===== config.mk =====
export PLATFORM = sky130hd
export DESIGN_NAME = cplx_mul3
export DESIGN_NICKNAME = d
export VERILOG_FILES = /design/src/rtl/cmul_pkg.sv /design/src/rtl/cmul_ctrl.sv /design/src/rtl/cmul_datapath.sv /design/src/rtl/cplx_mul3.sv
export SDC_FILE = /design/constraint.sdc
export NUM_CORES = 1
export LEC_CHECK = 0
export BUFFER_PORTS_ARGS = -buffer_cell sky130_fd_sc_hd__buf_2
export CAP_MARGIN = 20
export CORE_UTILIZATION = 55
export CTS_CLUSTER_SIZE = 8
export DETAILED_ROUTE_END_ITERATION = 16
export PLACE_DENSITY_LB_ADDON = 0.12
export SYNTH_ARGS = -nofsm -noshare
export SYNTH_HDL_FRONTEND = slang
export SYNTH_SLANG_ARGS = --single-unit

===== constraint.sdc =====
create_clock -name clk -period 11.9 [get_ports clk]
set_input_delay 0.595 -clock clk [delete_from_list [all_inputs] [get_ports clk]]
set_output_delay 0.595 -clock clk [all_outputs]
set_load 0.02 [all_outputs]

===== src/rtl/cmul_pkg.sv =====
package cmul_pkg;
  // Per-stage load strobes sent from the control to the datapath
  typedef struct packed {
    logic s1En;
    logic s2En;
    logic s3En;
  } stageStrobes_t;
endpackage


===== src/rtl/cmul_ctrl.sv =====
module cmul_ctrl
  import cmul_pkg::*;
#(
  parameter int STAGES = 3
) (
  input  logic          clk,
  input  logic          rstN,
  input  logic          inValid,
  output stageStrobes_t strobes,
  output logic          outValid
);
  logic [STAGES-1:0] vPipe;

  always_ff @(posedge clk or negedge rstN) begin
    if (!rstN) vPipe <= '0;
    else       vPipe <= {vPipe[STAGES-2:0], inValid};
  end

  assign strobes.s1En = inValid;
  assign strobes.s2En = vPipe[0];
  assign strobes.s3En = vPipe[1];
  assign outValid     = vPipe[STAGES-1];

  // every accepted pair yields a result three edges later
  p_latency_r6: assert property (@(posedge clk) disable iff (!rstN)
    inValid |-> ##3 outValid);
  // an idle cycle yields no result
  p_idle_r8: assert property (@(posedge clk) disable iff (!rstN)
    !inValid |-> ##3 !outValid);
endmodule


===== src/rtl/cmul_datapath.sv =====
module cmul_datapath
  import cmul_pkg::*;
#(
  parameter int W    = 10,
  parameter int FRAC = 8
) (
  input  logic                clk,
  input  logic                rstN,
  input  stageStrobes_t       strobes,
  input  logic                conjEn,
  input  logic signed [W-1:0] xRe,
  input  logic signed [W-1:0] xIm,
  input  logic signed [W-1:0] yRe,
  input  logic signed [W-1:0] yIm,
  output logic signed [W-1:0] outRe,
  output logic signed [W-1:0] outIm
);
  localparam int OW = W + 2;      // pre-adder width
  localparam int PW = 2 * OW;     // product width
  localparam int SW = PW + 1;     // post-subtractor width
  localparam logic signed [W-1:0] MAXV = {1'b0, {(W-1){1'b1}}};
  localparam logic signed [W-1:0] MINV = {1'b1, {(W-1){1'b0}}};

  // ---------- stage 1: conjugate and pre-adders ----------
  logic signed [OW-1:0] extA, extB, extC, extD, dEff;
  assign extA = {{2{xRe[W-1]}}, xRe};
  assign extB = {{2{xIm[W-1]}}, xIm};
  assign extC = {{2{yRe[W-1]}}, yRe};
  assign extD = {{2{yIm[W-1]}}, yIm};
  assign dEff = conjEn ? -extD : extD;

  logic signed [OW-1:0] regA, regC, regD, regCpd, regApb, regAmb;
  always_ff @(posedge clk or negedge rstN) begin
    if (!rstN) begin
      regA <= '0; regC <= '0; regD <= '0;
      regCpd <= '0; regApb <= '0; regAmb <= '0;
    end else if (strobes.s1En) begin
      regA   <= extA;
      regC   <= extC;
      regD   <= dEff;
      regCpd <= extC + dEff;
      regApb <= extA + extB;
      regAmb <= extA - extB;
    end
  end

  // ---------- stage 2: three products ----------
  function automatic logic signed [PW-1:0] wide(input logic signed [OW-1:0] v);
    return {{(PW-OW){v[OW-1]}}, v};
  endfunction

  logic signed [PW-1:0] pShared, pD, pC;
  always_ff @(posedge clk or negedge rstN) begin
    if (!rstN) begin
      pShared <= '0; pD <= '0; pC <= '0;
    end else if (strobes.s2En) begin
      pShared <= wide(regA) * wide(regCpd);
      pD      <= wide(regD) * wide(regApb);
      pC      <= wide(regC) * wide(regAmb);
    end
  end

  // ---------- stage 3: post-subtractors, truncation, clamp ----------
  logic signed [SW-1:0] sumRe, sumIm, truncRe, truncIm;
  assign sumRe   = {pShared[PW-1], pShared} - {pD[PW-1], pD};
  assign sumIm   = {pShared[PW-1], pShared} - {pC[PW-1], pC};
  assign truncRe = sumRe >>> FRAC;
  assign truncIm = sumIm >>> FRAC;

  function automatic logic fits(input logic signed [SW-1:0] v);
    return v[SW-1:W-1] == {(SW-W+1){v[SW-1]}};
  endfunction

  function automatic logic signed [W-1:0] clampW(input logic signed [SW-1:0] v);
    if (fits(v))        return v[W-1:0];
    else if (v[SW-1])   return MINV;
    else                return MAXV;
  endfunction

  always_ff @(posedge clk or negedge rstN) begin
    if (!rstN) begin
      outRe <= '0; outIm <= '0;
    end else if (strobes.s3En) begin
      outRe <= clampW(truncRe);
      outIm <= clampW(truncIm);
    end
  end

  // conjugate mode loads the negated imaginary part of y
  p_conj_r3: assert property (@(posedge clk) disable iff (!rstN)
    (strobes.s1En && conjEn) |=> (regD == -$past(extD)));
  // positive overflow clamps to the top code
  p_no_overflow_r4: assert property (@(posedge clk) disable iff (!rstN)
    (strobes.s3En && !fits(truncRe) && !truncRe[SW-1]) |=> (outRe == MAXV));
  // negative overflow clamps to the bottom code
  p_no_underflow_r4: assert property (@(posedge clk) disable iff (!rstN)
    (strobes.s3En && !fits(truncIm) && truncIm[SW-1]) |=> (outIm == MINV));
  // outputs hold when no result is being loaded
  p_hold_r8: assert property (@(posedge clk) disable iff (!rstN)
    !strobes.s3En |=> ($stable(outRe) && $stable(outIm)));
endmodule


===== src/rtl/cplx_mul3.sv =====
module cplx_mul3
  import cmul_pkg::*;
#(
  parameter int W    = 10,
  parameter int FRAC = 8
) (
  input  logic                clk,
  input  logic                rstN,
  input  logic                inValid,
  input  logic                conjEn,
  input  logic signed [W-1:0] xRe,
  input  logic signed [W-1:0] xIm,
  input  logic signed [W-1:0] yRe,
  input  logic signed [W-1:0] yIm,
  output logic                outValid,
  output logic signed [W-1:0] outRe,
  output logic signed [W-1:0] outIm
);
  stageStrobes_t strobes;

  cmul_ctrl #(.STAGES(3)) uCtrl (
    .clk(clk), .rstN(rstN), .inValid(inValid),
    .strobes(strobes), .outValid(outValid)
  );

  cmul_datapath #(.W(W), .FRAC(FRAC)) uData (
    .clk(clk), .rstN(rstN), .strobes(strobes), .conjEn(conjEn),
    .xRe(xRe), .xIm(xIm), .yRe(yRe), .yIm(yIm),
    .outRe(outRe), .outIm(outIm)
  );
endmodule


==> run summary <==
Derived from the worst setup path, the maximum achievable clock frequency is 0.1590 GHz. The final cell area excluding filler cells came out at roughly 0.024 mm2. The DRC violation count after routing came out at 0. The maximum buffer depth of the clock tree came out at 2. The total wire length is slightly above 50000 um. The wire length per cell after detailed routing is roughly 17 um. By area, the combinational part of the netlist is dominated by adder cells. The post-layout net count came out at between 3000 and 4000.

The die extent in x is between 200 and 250 um. The reg-to-reg endpoint is uData.pD[19]. The post-route worst setup slack is between 5 and 6 ns. The cell family contributing the most delay on the critical path is adder cells. The synthesized netlist devotes around 14% of its cell area to simple gates. The die outline height is roughly 210 um. Clock latency on the worst-skew pair, taken at its later pin, is about 0.46 ns. Setup violations remaining at the end of the flow were counted as 0. The number of clock sinks came out at between 150 and 200.

The number of enable flip-flop cells after synthesis is 0. The largest individual stage delay along the critical path comes from the cell sky130_fd_sc_hd__o41ai_1. The type of element launching the critical path is a register. After detailed routing, the number of vias per cell comes to between 5 and 6.

In this run the tightest slew margin relative to its limit is 37.39%. The number of buffers and inverters on the critical path is 3. The number of violations reported at the end of detailed-routing iteration 0 came out at 936. In this run, post-CTS hold repair placed 0 buffers. The number of setup buffers added after CTS is 0. Counting every net in the synthesized netlist gives roughly 3100. The count of pins over their slew limit is 0. The final weighted congestion in routability-driven placement is 0.9234. The first global-routing pass estimated about 86000 um of wire.

The all-layer global routing usage came out at around a quarter. The post-route netlist has around 7.1% of its cells at a drive strength greater than 1. The xor-xnor portion of the synthesized cell area came out at 4.435%. The final critical path takes up 52.86% of the cycle. The detail route stage leaves a number of antenna-violating nets equal to 0. For this run, the register share of the synthesized area comes to between 10% and 20%. The mux share of post-synthesis cell area came out at approximately 3.2%. Prior to clock tree synthesis, the placed netlist has a worst setup slack of around 5.8 ns. The data arrival time of the critical path is 6.60 ns.

The post-synthesis instance total came out at ~2500. The reg2reg setup slack is approximately 5.6 ns. Setup repair after global routing left no endpoint under its margin. The type of the setup path with the least slack is register to register.

The worst setup skew after layout came out at around 0.011 ns. The worst hold path class is input port to asynchronous set/reset pin. After legalization and detailed placement, the total HPWL measured about 43000 um. The effective utilization at floorplan came out at between 50% and 60%.

The die area came out at between 0.04 and 0.05 mm2. Leaving out fill and tap cells, the most frequent cell in the layout is sky130_fd_sc_hd__inv_1. The count of instances resized after the clock tree is built came out at 0. Global routing finished with a remaining overflow of 0. The average cell area after synthesis came out at a little over 9 um2. The number of global-route vias before repair came out at about 17000. The clock-pin slew on the worst setup and hold paths is about 0.07 ns. The worst register-to-register path begins at uData.regApb[10].

The number of synthesis warnings is 0. The share of synthesized registers carrying an async set or reset is 100.0%. Across the run, the number of max-cap violations was 0.

The top cell types in the final layout, fill and taps aside, are 535 x sky130_fd_sc_hd__inv_1, 335 x sky130_fd_sc_hd__fa_1, 246 x sky130_fd_sc_hd__nand2_1, 228 x sky130_fd_sc_hd__ha_1, 153 x sky130_fd_sc_hd__dfrtp_1. The CTS tree is yes. In the post-synthesis netlist, the biggest area contributors are sky130_fd_sc_hd__fa_1 30%, sky130_fd_sc_hd__dfrtp_1 17%, sky130_fd_sc_hd__ha_1 13%. The repair_antennas step left the layout with diodes totalling 0. The adder-cell share of the synthesized area is between 40% and 50%. The total negative slack came out at 0 ns. The final critical delay including setup and external delays is roughly 6.3 ns.

The post-detailed-placement cell area is ~0.023 mm2. The number of clock buffers added by TritonCTS is 17. Port buffering added 64 buffers. The data required time of the critical path came out at between 10 and 15 ns. The actual transition at the worst max-transition pin came out at between 0.9 and 1 ns. The count of cell types in the netlist came out at 70.

The I/O pin count came out at 65. The initial antenna violation count is 0. For this run, the slowest stage of the critical path takes just under 0.7 ns.

The maximum number of pins on one net before global-route repair came out at between 80 and 90. The worst setup path is captured at a register. The top-area cell type share of the netlist area came out at between 20% and 30%. The leading register cell type out of synthesis is sky130_fd_sc_hd__dfrtp_1. The number of cells on the worst reg-to-reg path is 19. The final hold violation count was 0. CTS built an H-tree with a depth of 4. The total number of placement rows is between 70 and 80. The core area came out at just over 0.04 mm2. The share of the synthesized area in compound gates (AO/OA/AOI/OAI) is ~8.5%.

The critical path goes through clkinv_1 > nor2_1 > fa_1 > fa_1 > fa_1 > fa_1 > inv_1 > fa_1 > inv_1 > ha_1 > and2_1 > a31oi_1 > o31ai_1 > o41ai_1 > o21ai_0 > o21a_1 > nor2_1 > xor2_1 > mux2i_1. The layout overhead on the synthesized area is 5.514%. The flip-flop and latch count after synthesis is ~150. The critical path's most frequent cell is sky130_fd_sc_hd__fa_1.

In this run the cell area of the synthesized design comes to about 0.023 mm2. Before antenna repair, the detailed router went through 6 iterations. The clock tree root buffer cell is sky130_fd_sc_hd__clkbuf_16. Tracing the worst setup path back leads to its startpoint at uData.regApb[10].

Of all nets on the critical path, the largest fanout is 10. sky130_fd_sc_hd__fa_1 takes more of the synthesized area than any other cell. Summing over every cut layer, the via total after detailed routing is 16167. The run finished with clean final reports.
metal layers:
layer,track usage (%),wire (um),up-vias
met1,38.78,25040,7996
met4,6.720,1042,0
li1,-,-,7773
met3,2.978,1979,52
met5,0,0,-
met2,41.32,23280,346
cell families after synthesis:
family                   count (synthesis)
AND/OR/NAND/NOR                        680
buffers and inverters                  630
adder cells (fa/ha/maj)                564
AO/OA/AOI/OAI                          298
flip-flops                             154
XOR/XNOR                               115
multiplexers                            66
metrics by stage:
| stage | util [%] | hold slack, ns | std cells |
|---|---|---|---|
| after CTS | 58.83 | 0.1921 | 3048 |
| after global routing | 58.83 | 0.2285 | 3048 |
| after floorplan | - | 0.2994 | 2507 |
| final | 58.83 | 0.1684 | 3048 |
| after detailed placement | 57.38 | 0.4762 | 3016 |
| after global placement | 57.38 | 0.4669 | 3016 |
final cells by class:
cell class	instances	area, um2
well taps	532	665.6
multi-input cells	1723	16470
inverters	537	2016
clock buffers	17	425.4
repair buffers	70	371.6
fillers	3660	16770
clock inverters	15	165.2
flip-flops and latches	154	3855
cell usage after synthesis, drive strengths merged, types with 8 or more instances:
| cell | instances |
|---|---|
| dfrtp | 154 |
| fa | 335 |
| xnor2 | 98 |
| and2 | 152 |
| mux2 | 54 |
| nand2b | 25 |
| nand3 | 26 |
| a21o | 20 |
| inv | 535 |
| nor2b | 15 |
| ha | 228 |
| a211o | 8 |
| clkbuf | 87 |
| o31ai | 11 |
| nor3 | 40 |
| and3 | 13 |
| o21a | 8 |
| o21ai | 74 |
| mux2i | 12 |
| or3 | 13 |
| o21bai | 22 |
| nor2 | 135 |
| o22ai | 18 |
| nand2 | 246 |
| xor2 | 17 |
| a211oi | 10 |
| a21oi | 86 |
sequential cells by signal (all words and copies together) (netlist names):
signal	flops
uCtrl.vPipe	3
uData.outIm	10
uData.outRe	10
uData.pC	21
uData.pD	23
uData.pShared	22
uData.regA	10
uData.regAmb	11
uData.regApb	10
uData.regC	10
uData.regCpd	12
uData.regD	12
worst max path at each step:
stage | depth (start not counted) | to
6_report | 19 | uData.pD[19]
5_1_grt | 19 | uData.pD[19]
4_1_cts | 19 | uData.pD[19]
3_3_place_gp | 19 | uData.pD[19]
3_5_place_dp | 19 | uData.pD[19]
2_1_floorplan | 21 | uData.pShared[21]
worst register-to-register path, delay by kind of cell (launching register included):
kind / cells / cell delay, ns
buffers and inverters: 3 / 0.52
XOR/XNOR: 1 / 0.25
flip-flops: 1 / 0.54
AO/OA/AOI/OAI: 5 / 1.46
multiplexers: 1 / 0.11
AND/OR/NAND/NOR: 3 / 0.56
adder cells (fa/ha/maj): 6 / 2.71
Power is left out: the tool's default activity adds up to more than one toggle a clock period on the data nets, which glitch-free logic cannot reach.
